===== src/rtl/rtt_pkg.sv =====
`timescale 1ns/1ps
package rtt_pkg;
    localparam int unsigned TT_LEN    = 16;
    localparam int unsigned TT_BYTE_W = 8;
    localparam int unsigned TT_ACCEPT = 3;
    localparam int unsigned TT_UNSTAB = 8;

    typedef enum logic [1:0] {
        ALN_HUNT    = 2'd0,
        ALN_PRESYNC = 2'd1,
        ALN_SYNC    = 2'd2,
        ALN_SLIP    = 2'd3
    } aln_state_e;
endpackage


===== src/rtl/rtt_align.sv =====
`timescale 1ns/1ps
module rtt_align #(
    parameter int unsigned LEN = rtt_pkg::TT_LEN,
    localparam int unsigned AW = $clog2(LEN)
) (
    input  logic          clk,
    input  logic          rst_n,
    input  logic          alarm,
    input  logic          sync_en,
    input  logic          vld,
    input  logic          msb,
    output logic          wr_en,
    output logic [AW-1:0] wr_idx,
    output logic          mf_done,
    output logic          in_sync
);
    import rtt_pkg::*;

    aln_state_e    st_q, st_d;
    logic [AW-1:0] pos_q, pos_d;
    logic          at_start, at_last;
    logic [AW-1:0] pos_inc;

    assign at_start = (pos_q == '0);
    assign at_last  = (pos_q == AW'(LEN-1));
    assign pos_inc  = at_last ? '0 : pos_q + 1'b1;

    // state register
    always_ff @(posedge clk or negedge rst_n) begin
        if (!rst_n) begin
            st_q  <= ALN_HUNT;
            pos_q <= '0;
        end else begin
            st_q  <= st_d;
            pos_q <= pos_d;
        end
    end

    // transitions
    always_comb begin
        st_d  = st_q;
        pos_d = pos_q;
        if (alarm) begin
            st_d  = ALN_HUNT;
            pos_d = '0;
        end else if (vld) begin
            if (!sync_en) begin
                st_d  = ALN_HUNT;
                pos_d = pos_inc;
            end else begin
                unique case (st_q)
                    ALN_HUNT: begin
                        if (msb) begin
                            st_d  = ALN_PRESYNC;
                            pos_d = pos_inc;
                        end
                    end
                    ALN_PRESYNC: begin
                        if (msb == at_start) begin
                            pos_d = pos_inc;
                            if (at_start) st_d = ALN_SYNC;
                        end else begin
                            st_d  = ALN_HUNT;
                            pos_d = '0;
                        end
                    end
                    ALN_SYNC: begin
                        pos_d = pos_inc;
                        if (at_start && !msb) st_d = ALN_SLIP;
                    end
                    ALN_SLIP: begin
                        if (at_start && !msb) begin
                            st_d  = ALN_HUNT;
                            pos_d = '0;
                        end else begin
                            pos_d = pos_inc;
                            if (at_start) st_d = ALN_SYNC;
                        end
                    end
                endcase
            end
        end
    end

    // outputs
    always_comb begin
        wr_en   = 1'b0;
        mf_done = 1'b0;
        wr_idx  = pos_q;
        in_sync = sync_en && ((st_q == ALN_SYNC) || (st_q == ALN_SLIP));
        if (!alarm && vld) begin
            if (!sync_en) begin
                wr_en   = 1'b1;
                mf_done = at_last;
            end else begin
                unique case (st_q)
                    ALN_HUNT:    wr_en = msb;
                    ALN_PRESYNC: wr_en = (msb == at_start);
                    ALN_SYNC: begin
                        wr_en   = 1'b1;
                        mf_done = at_last;
                    end
                    ALN_SLIP: begin
                        wr_en   = !(at_start && !msb);
                        mf_done = at_last;
                    end
                endcase
            end
        end
    end


    alarm_hunt_chk: assert property (@(posedge clk) disable iff (!rst_n)
        alarm |=> (st_q == ALN_HUNT && pos_q == '0));


    lock_on_marker_chk: assert property (@(posedge clk) disable iff (!rst_n)
        $rose(in_sync) |-> $past(vld && msb && !alarm));


    no_direct_loss_chk: assert property (@(posedge clk) disable iff (!rst_n)
        (st_q == ALN_SYNC && !alarm && sync_en) |=> (st_q != ALN_HUNT));
endmodule


===== src/rtl/rtt_persist.sv =====
`timescale 1ns/1ps
module rtt_persist #(
    parameter int unsigned LEN          = rtt_pkg::TT_LEN,
    parameter int unsigned BW           = rtt_pkg::TT_BYTE_W,
    parameter int unsigned ACCEPT_RUN   = rtt_pkg::TT_ACCEPT,
    parameter int unsigned UNSTABLE_RUN = rtt_pkg::TT_UNSTAB,
    localparam int unsigned AW = $clog2(LEN)
) (
    input  logic                   clk,
    input  logic                   rst_n,
    input  logic                   alarm,
    input  logic                   wr_en,
    input  logic [AW-1:0]          wr_idx,
    input  logic [BW-1:0]          wr_byte,
    input  logic                   mf_done,
    output logic [LEN-1:0][BW-1:0] acc_o,
    output logic                   unstable_o
);
    localparam int unsigned RW = $clog2(ACCEPT_RUN + 1);
    localparam int unsigned DW = $clog2(UNSTABLE_RUN + 1);

    logic [LEN-1:0][BW-1:0] cap_q, last_q, cand;
    logic                   have_q;
    logic [RW-1:0]          run_q, run_inc;
    logic [DW-1:0]          drun_q, drun_inc;
    logic                   same;

    always_comb begin
        cand = cap_q;
        if (wr_en) cand[wr_idx] = wr_byte;
    end

    assign same     = (cand == last_q);
    assign run_inc  = (run_q == RW'(ACCEPT_RUN)) ? run_q : run_q + 1'b1;
    assign drun_inc = (drun_q == DW'(UNSTABLE_RUN)) ? drun_q : drun_q + 1'b1;

    always_ff @(posedge clk or negedge rst_n) begin
        if (!rst_n) begin
            cap_q      <= '0;
            last_q     <= '0;
            acc_o      <= '1;
            have_q     <= 1'b0;
            run_q      <= '0;
            drun_q     <= '0;
            unstable_o <= 1'b0;
        end else if (alarm) begin
            acc_o      <= '1;
            have_q     <= 1'b0;
            run_q      <= '0;
            drun_q     <= '0;
            unstable_o <= 1'b0;
        end else begin
            if (wr_en) cap_q[wr_idx] <= wr_byte;
            if (mf_done) begin
                if (!have_q) begin
                    have_q <= 1'b1;
                    last_q <= cand;
                    run_q  <= RW'(1);
                    drun_q <= '0;
                end else if (same) begin
                    run_q  <= run_inc;
                    drun_q <= '0;
                    if (run_inc >= RW'(ACCEPT_RUN)) begin
                        acc_o      <= cand;
                        unstable_o <= 1'b0;
                    end
                end else begin
                    last_q <= cand;
                    run_q  <= RW'(1);
                    drun_q <= drun_inc;
                    if (drun_inc >= DW'(UNSTABLE_RUN)) unstable_o <= 1'b1;
                end
            end
        end
    end


    alarm_ones_chk: assert property (@(posedge clk) disable iff (!rst_n)
        alarm |=> (acc_o == '1 && !unstable_o));


    accept_on_done_chk: assert property (@(posedge clk) disable iff (!rst_n)
        (!$stable(acc_o) && !$past(alarm)) |-> $past(mf_done));


    unstable_on_done_chk: assert property (@(posedge clk) disable iff (!rst_n)
        $rose(unstable_o) |-> $past(mf_done));
endmodule


===== src/rtl/rx_trace_extractor.sv =====
`timescale 1ns/1ps
module rx_trace_extractor #(
    parameter int unsigned LEN          = rtt_pkg::TT_LEN,
    parameter int unsigned BW           = rtt_pkg::TT_BYTE_W,
    parameter int unsigned ACCEPT_RUN   = rtt_pkg::TT_ACCEPT,
    parameter int unsigned UNSTABLE_RUN = rtt_pkg::TT_UNSTAB,
    localparam int unsigned AW = $clog2(LEN)
) (
    input  logic          clk,
    input  logic          rst_n,
    input  logic [BW-1:0] line_byte,
    input  logic          line_vld,
    input  logic          sig_loss,
    input  logic          frame_loss,
    input  logic          ais_alarm,
    input  logic          sync_en,
    input  logic          inv_en,
    input  logic          lsb_first,
    input  logic          exp_wr,
    input  logic [AW-1:0] exp_addr,
    input  logic [BW-1:0] exp_data,
    input  logic [AW-1:0] rd_addr,
    output logic [BW-1:0] rd_data,
    output logic          mismatch,
    output logic          unstable,
    output logic          in_sync
);
    logic                   alarm;
    logic [BW-1:0]          pbyte;
    logic                   wr_en, mf_done;
    logic [AW-1:0]          wr_idx;
    logic [LEN-1:0][BW-1:0] acc_id, exp_q;
    logic [BW-1:0]          sel, sel_rev;

    assign alarm = sig_loss | frame_loss | ais_alarm;
    assign pbyte = inv_en ? ~line_byte : line_byte;

    rtt_align #(.LEN(LEN)) u_align (
        .clk     (clk),
        .rst_n   (rst_n),
        .alarm   (alarm),
        .sync_en (sync_en),
        .vld     (line_vld),
        .msb     (pbyte[BW-1]),
        .wr_en   (wr_en),
        .wr_idx  (wr_idx),
        .mf_done (mf_done),
        .in_sync (in_sync)
    );

    rtt_persist #(
        .LEN(LEN), .BW(BW), .ACCEPT_RUN(ACCEPT_RUN), .UNSTABLE_RUN(UNSTABLE_RUN)
    ) u_persist (
        .clk        (clk),
        .rst_n      (rst_n),
        .alarm      (alarm),
        .wr_en      (wr_en),
        .wr_idx     (wr_idx),
        .wr_byte    (pbyte),
        .mf_done    (mf_done),
        .acc_o      (acc_id),
        .unstable_o (unstable)
    );

    always_ff @(posedge clk or negedge rst_n) begin
        if (!rst_n) exp_q <= '0;
        else if (exp_wr) exp_q[exp_addr] <= exp_data;
    end

    assign sel = acc_id[rd_addr];
    always_comb begin
        for (int i = 0; i < BW; i++) sel_rev[i] = sel[BW-1-i];
    end

    always_ff @(posedge clk or negedge rst_n) begin
        if (!rst_n) rd_data <= '1;
        else        rd_data <= lsb_first ? sel_rev : sel;
    end

    assign mismatch = (acc_id != exp_q);


    mismatch_hold_chk: assert property (@(posedge clk) disable iff (!rst_n)
        (!$past(exp_wr) && $stable(acc_id)) |-> $stable(mismatch));
endmodule


===== config.mk =====
export PLATFORM = sky130hd
export DESIGN_NAME = rx_trace_extractor
export DESIGN_NICKNAME = d
export VERILOG_FILES = /design/src/rtl/rtt_pkg.sv /design/src/rtl/rtt_align.sv /design/src/rtl/rtt_persist.sv /design/src/rtl/rx_trace_extractor.sv
export SDC_FILE = /design/constraint.sdc
export NUM_CORES = 1
export LEC_CHECK = 0
export BUFFER_PORTS_ARGS = -buffer_cell sky130_fd_sc_hd__buf_2
export CAP_MARGIN = 20
export CORE_UTILIZATION = 60
export DETAILED_ROUTE_END_ITERATION = 8
export HOLD_SLACK_MARGIN = 0.05
export PLACE_DENSITY = 0.76
export SLEW_MARGIN = 20
export SYNTH_ARGS = -nofsm -noshare
export SYNTH_HDL_FRONTEND = slang
export SYNTH_SLANG_ARGS = --single-unit

===== constraint.sdc =====
create_clock -name clk -period 5.8 [get_ports clk]
set_input_delay 0.29 -clock clk [delete_from_list [all_inputs] [get_ports clk]]
set_output_delay 0.29 -clock clk [all_outputs]
set_load 0.05 [all_outputs]

==> run metrics, run 1 <==
flop2flop setup slack=0.19 ns; GR Overflow Total=0; setup bufs post-CTS=0; fin util=0.681; Routed WL=96200 um; #FFs+latches synth=534; CP arrival=6.13 ns; FP Rows=77; clk_skew=0.0186 ns; HPWL Detailed=71000 um; Layout area overhead=11.8%; routed vias=21200; clock root buffer=clkbuf_16; leakage=12.7 nW; yosys warns=0; Slew @ Worst Pin=1.22 ns; syn nets=2459; min-delay worst type=input port to flop; fin. max-slew vios=0; core area=44200 um2; mapped cell area=26900 um2; Distinct cells, synth=73; Fmax=0.178 GHz; VDD IR-drop max=0.282 mV; RSZ-0062 raised after global routing=no; pwr/cell area=292 nW/um2; antenna violations before repair=4; Final Hold Viols=0; CTS tree=done; crit start category=flop; share of cells above drive strength 1=0.283; vias in the first global route=20200; IO buf count=44; I/O pin total=45; commonest non-fill, non-tap cells in the layout=dfrtp_1, mux2_2, o21ai_0, dfstp_2, a21oi_1; Die Ht=214 um; Critical Path Source=u_align.wr_idx[0]; post-detailed-route wirelength per cell=31.1 um; number of remaining DRC errors=0; H-tree depth=2; final period utilization=0.967; first-pass GRT wire length=139000 um; Synth async-reset ratio=1.00; Die Area=45700 um2; Die W=214 um; Syn Inst Count=2419; Crit Path Class=flop to flop; CP endpoint=u_persist.acc_o[29]; clock sink count=534; Reg-to-Reg End=u_persist.acc_o[29]; r2r worst-path depth=14; Starting Density=0.609; final setup TNS=0 ns; minimum clock period=5.61 ns; Mapped Avg Cell Area=11.1 um2; Post-DRT Antenna Nets=0; max cap viols=0; sequential cell area fraction in the yosys report=0.503; ranking of synthesized cells by area=dfrtp_1, dfstp_2, mux2_2; area leader, netlist=dfrtp_1; DR vias/cell=6.85; clock tree buffer depth=3; GR Util All Layers=0.430; Synth Flop Type=dfrtp_1; hold depth=4; EDFF count, synth=0; Clock Latency Late Sink=0.64 ns; worst relative slew slack=0.181; most common cell after layout, fill and taps aside=dfrtp_1; RR Startpoint=u_align.wr_idx[0]; status=complete, no violations; largest net degree at the start of global routing=169; Crit Path Max Fanout=18; Total Nets Final=2487; initial drt markers=2886; Final setup viols=0; Reg clk slew, reported paths=0.06 ns; post-synth top area share=0.370; CTS buffer count=56; CP endpoint kind=flop; CP Data Required Time=6.32 ns; DR pass1 iterations=6; Final GP Congestion=1.00
## synth_stat cells, types with 60 or more instances
master / count
nand2_1: 102
dfstp_2: 136
inv_1: 69
dfrtp_1: 398
mux2_2: 272
o21ai_0: 191
nor3_1: 104
clkbuf_1: 107
xor2_1: 117
xnor2_1: 99
nor2_1: 60
a21oi_1: 119
nand3_1: 117
## final cells by class
cell class / count / area [um2]
clock inverters: 18 / 254
repair buffers: 143 / 1110
diodes: 2 / 5.00
well taps: 592 / 741
clock buffers: 88 / 1670
inverters: 69 / 259
fillers: 3291 / 14100
multi-input cells: 1643 / 12500
flip-flops and latches: 534 / 13500
## logic make-up (layout without fill, tap and decap cells)
logic type,after synthesis,after routing,share of synthesized area
buffers and inverters,242,318,0.0377
AOI/OAI and AO/OA,459,459,0.101
and+or+nand+nor,597,597,0.118
other,0,2,0
DFF,534,534,0.503
xor gates and xnor gates,216,216,0.0703
adders and majority gates,6,6,0.00279
muxes,365,365,0.168
## report_power, final
group | internal [W] | switching (W) | leakage, nW | total [W]
Clock | 0.00221 | 0.00158 | 0.945 | 0.00379
Sequential | 0.00396 | 0.000168 | 6.72 | 0.00413
Combinational | 0.000369 | 0.000511 | 5.00 | 0.000880
Total | 0.00654 | 0.00226 | 12.7 | 0.00880
## timing repair
| item | 4_1_cts | 5_1_grt |
|---|---|---|
| hold buffers | 3 | 0 |
| endpoints found under the setup margin | 0 | 2 |
| gates resized for setup | 0 | 1 |
| hold endpoints to repair | 79 | 0 |
## state kept, by name, indices dropped and copies added, names as in the netlist
name,count
rd_data,8
u_persist.last_q,128
u_persist.cap_q,128
u_persist.have_q,1
u_align.st_q,2
u_persist.run_q,2
exp_q,128
u_align.wr_idx,4
u_persist.acc_o,128
u_persist.unstable_o,1
u_persist.drun_q,4
## layer usage
layer / GRT usage / share of wire / vias to the layer above
met2: 0.645 / 0.45 / 1186
met3: 0.108 / 0.096 / 286
li1: - / - / 8841
met4: 0.250 / 0.066 / 2
met1: 0.569 / 0.39 / 10900
met5: 0 / 0.00014 / -
## worst min path at each step
stage	startpoint	slack [ns]	endpoint
6_report	sig_loss	0.21	u_persist.acc_o[51]
3_3_place_gp	rst_n	0.37	u_persist.drun_q[1]
2_1_floorplan	rst_n	-0.006	exp_q[0]
5_1_grt	frame_loss	0.22	u_persist.acc_o[19]
4_1_cts	sig_loss	0.18	u_persist.acc_o[19]
3_5_place_dp	rst_n	0.37	u_persist.drun_q[3]
## through the flow
stage | instances | area, um2 | worst slack [ns] | total power, W | hold WS [ns]
3_5_place_dp | 2978 | 28100 | 0.368 | 0.00504 | 0.374
3_3_place_gp | 2977 | 28100 | 0.407 | 0.00501 | 0.370
2_1_floorplan | 2419 | 26900 | 1.25 | 0.00466 | -0.00559
5_1_grt | 3087 | 30100 | 0.0116 | 0.00901 | 0.221
6_report | 3089 | 30100 | 0.190 | 0.00880 | 0.209
4_1_cts | 3087 | 30100 | 0.313 | 0.00879 | 0.180
## worst max-delay path, stage by stage, from the launching register on
cell and delay (ns):
dfrtp_1 0.44, inv_1 0.12, ha_1 0.22, nor3b_1 0.54, o311a_1 0.73, mux2_2 0.50
xor2_1 0.19, nor4_1 0.53, nand4_1 0.23, nor4_1 0.29, nand4_1 0.27, or4_4 0.65
buf_4 0.26, nor3_1 0.38, o21ai_0 0.16
Power figures use the tool's default switching activity.
==> run 2: changes to the inputs <==
--- a/config.mk
+++ b/config.mk
@@ -7,10 +7,10 @@
 export LEC_CHECK = 0
 export BUFFER_PORTS_ARGS = -buffer_cell sky130_fd_sc_hd__buf_2
 export CAP_MARGIN = 20
-export CORE_UTILIZATION = 60
+export CORE_UTILIZATION = 35
 export DETAILED_ROUTE_END_ITERATION = 8
 export HOLD_SLACK_MARGIN = 0.05
-export PLACE_DENSITY = 0.76
+export PLACE_DENSITY = 0.48
 export SLEW_MARGIN = 20
 export SYNTH_ARGS = -nofsm -noshare
 export SYNTH_HDL_FRONTEND = slang
==> run 2 against run 1 <==
  * Non-clock buffer count grew 13
  * Via count down 2.9%
  * First-iteration DRC count is 25% lower
  * Die area rose by 71%
  * Design area grew 2.6%
  * Sequential power barely moved
  * Critical path depth is 1 higher
  * Sequential share of layout area fell by 1.1 points
  * Global-route usage down 16 points
  * Clock-buffer cell count increased by 5
  * Hold slack lost 0.031 ns
  * Largest cell class unchanged
==> run metrics, run 2 (synthesized netlist as in run 1, its figures left out) <==
DR pass1 iterations=6; HPWL Detailed=77400 um; VDD IR-drop max=0.250 mV; Slew @ Worst Pin=1.17 ns; I/O pin total=45; max cap viols=0; Die W=279 um; H-tree depth=2; CP endpoint kind=flop; initial drt markers=2160; Crit Path Max Fanout=21; pwr/cell area=292 nW/um2; IO buf count=44; cell total after placement=3427; GR Overflow Total=0; Final GP Congestion=0.957; worst relative slew slack=0.214; final setup TNS=0 ns; core area=76100 um2; Reg clk slew, reported paths=0.06 ns; post-place setup slack=0.146 ns; Total Nets Final=2504; Fmax=0.178 GHz; CTS buffer count=60; CP Data Required Time=6.35 ns; CTS tree=done; share of cells above drive strength 1=0.291; Final setup viols=0; GR Util All Layers=0.271; first-pass GRT wire length=152000 um; Routed WL=106000 um; fin. max-slew vios=0; Die Ht=279 um; commonest non-fill, non-tap cells in the layout=dfrtp_1, mux2_2, o21ai_0, dfstp_2, a21oi_1; clk_skew=0.0420 ns; Post-DRT Antenna Nets=0; routed vias=20600; status=complete, no violations; largest net degree at the start of global routing=165; RSZ-0062 raised after global routing=no; final period utilization=0.969; min-delay worst type=input port to flop; crit start category=flop; leakage=12.8 nW; Crit Path Class=flop to flop; Clock Latency Late Sink=0.66 ns; CP arrival=6.17 ns; Layout area overhead=14.6%; Die Area=78100 um2; number of remaining DRC errors=0; Worst Setup Slack, final=0.182 ns; final non-filler cell total=3547; clock sink count=534; minimum clock period=5.62 ns; FP Rows=101; DR vias/cell=5.80; most common cell after layout, fill and taps aside=dfrtp_1; post-detailed-route wirelength per cell=29.8 um; vias in the first global route=20200; Starting Density=0.354; antenna violations before repair=4; clock root buffer=clkbuf_16; Final Hold Viols=0; clock tree buffer depth=3
-- run 2: timing repair --
| item | CTS | global route |
|---|---|---|
| hold buffers | 3 | 0 |
| resized for setup | 0 | 5 |
| buffers inserted | 0 | 1 |
| endpoints found under the setup margin | 0 | 229 |
| endpoints found under the hold margin | 72 | 0 |
-- run 2: worst max-delay path, stage by stage (launching register included) --
cell	delay, ns
dfrtp_1	0.44
inv_1	0.11
ha_1	0.22
or3b_4	0.44
a2111o_2	0.61
buf_4	0.22
and3_1	0.21
mux2_2	0.39
xor2_1	0.18
a2111oi_1	0.41
nand4_1	0.20
or4_1	0.62
or4_4	0.68
buf_4	0.29
nor3_1	0.34
o21ai_0	0.15
-- run 2: stage by stage --
step           cell area (um2)  hold WS [ns]   util  power [W]
6_report                 30900         0.177  0.406    0.00900
2_1_floorplan            26900      -0.00559      -    0.00466
5_1_grt                  30900         0.188  0.406    0.00928
3_3_place_gp             28800         0.293  0.378    0.00506
3_5_place_dp             28800         0.299  0.378    0.00509
4_1_cts                  30800         0.158  0.405    0.00905
-- run 2: layout make-up --
type                            instances  area (um2)
Sequential cell                       534       13500
Multi-Input combinational cell       1643       12500
Clock buffer                           93        1810
Timing Repair Buffer                  156        1190
Antenna cell                            1        2.50
Clock inverter                         21         246
Tap cell                             1030        1290
Inverter                               69         259
Fill cell                            7349       45200
-- run 2: worst paths after layout --
check	end	cells after the start	from	slack (ns)
max in group asynchronous	exp_q[115]	3	rst_n	4.17
worst min register to register	u_persist.last_q[73]	1	u_persist.last_q[73]	0.50
worst max-delay path	u_persist.acc_o[9]	15	u_align.wr_idx[0]	0.18
min in group asynchronous	u_persist.last_q[13]	2	rst_n	0.19
worst max register to register	u_persist.acc_o[9]	15	u_align.wr_idx[0]	0.18
worst min-delay path	u_align.wr_idx[1]	3	line_vld	0.18
-- run 2: report_power, final --
group	total (W)	internal (W)	leakage (nW)	switching (W)
Combinational	0.000902	0.000374	5.05	0.000528
Clock	0.00397	0.00232	1.01	0.00165
Sequential	0.00413	0.00396	6.72	0.000173
-- run 2: layer usage --
metal,track usage,routed length (um),vias to the layer above
met5,0,33,-
met2,0.419,47700,797
met1,0.381,46300,10700
li1,-,-,8868
met4,0.0954,4010,4
met3,0.0478,7630,168
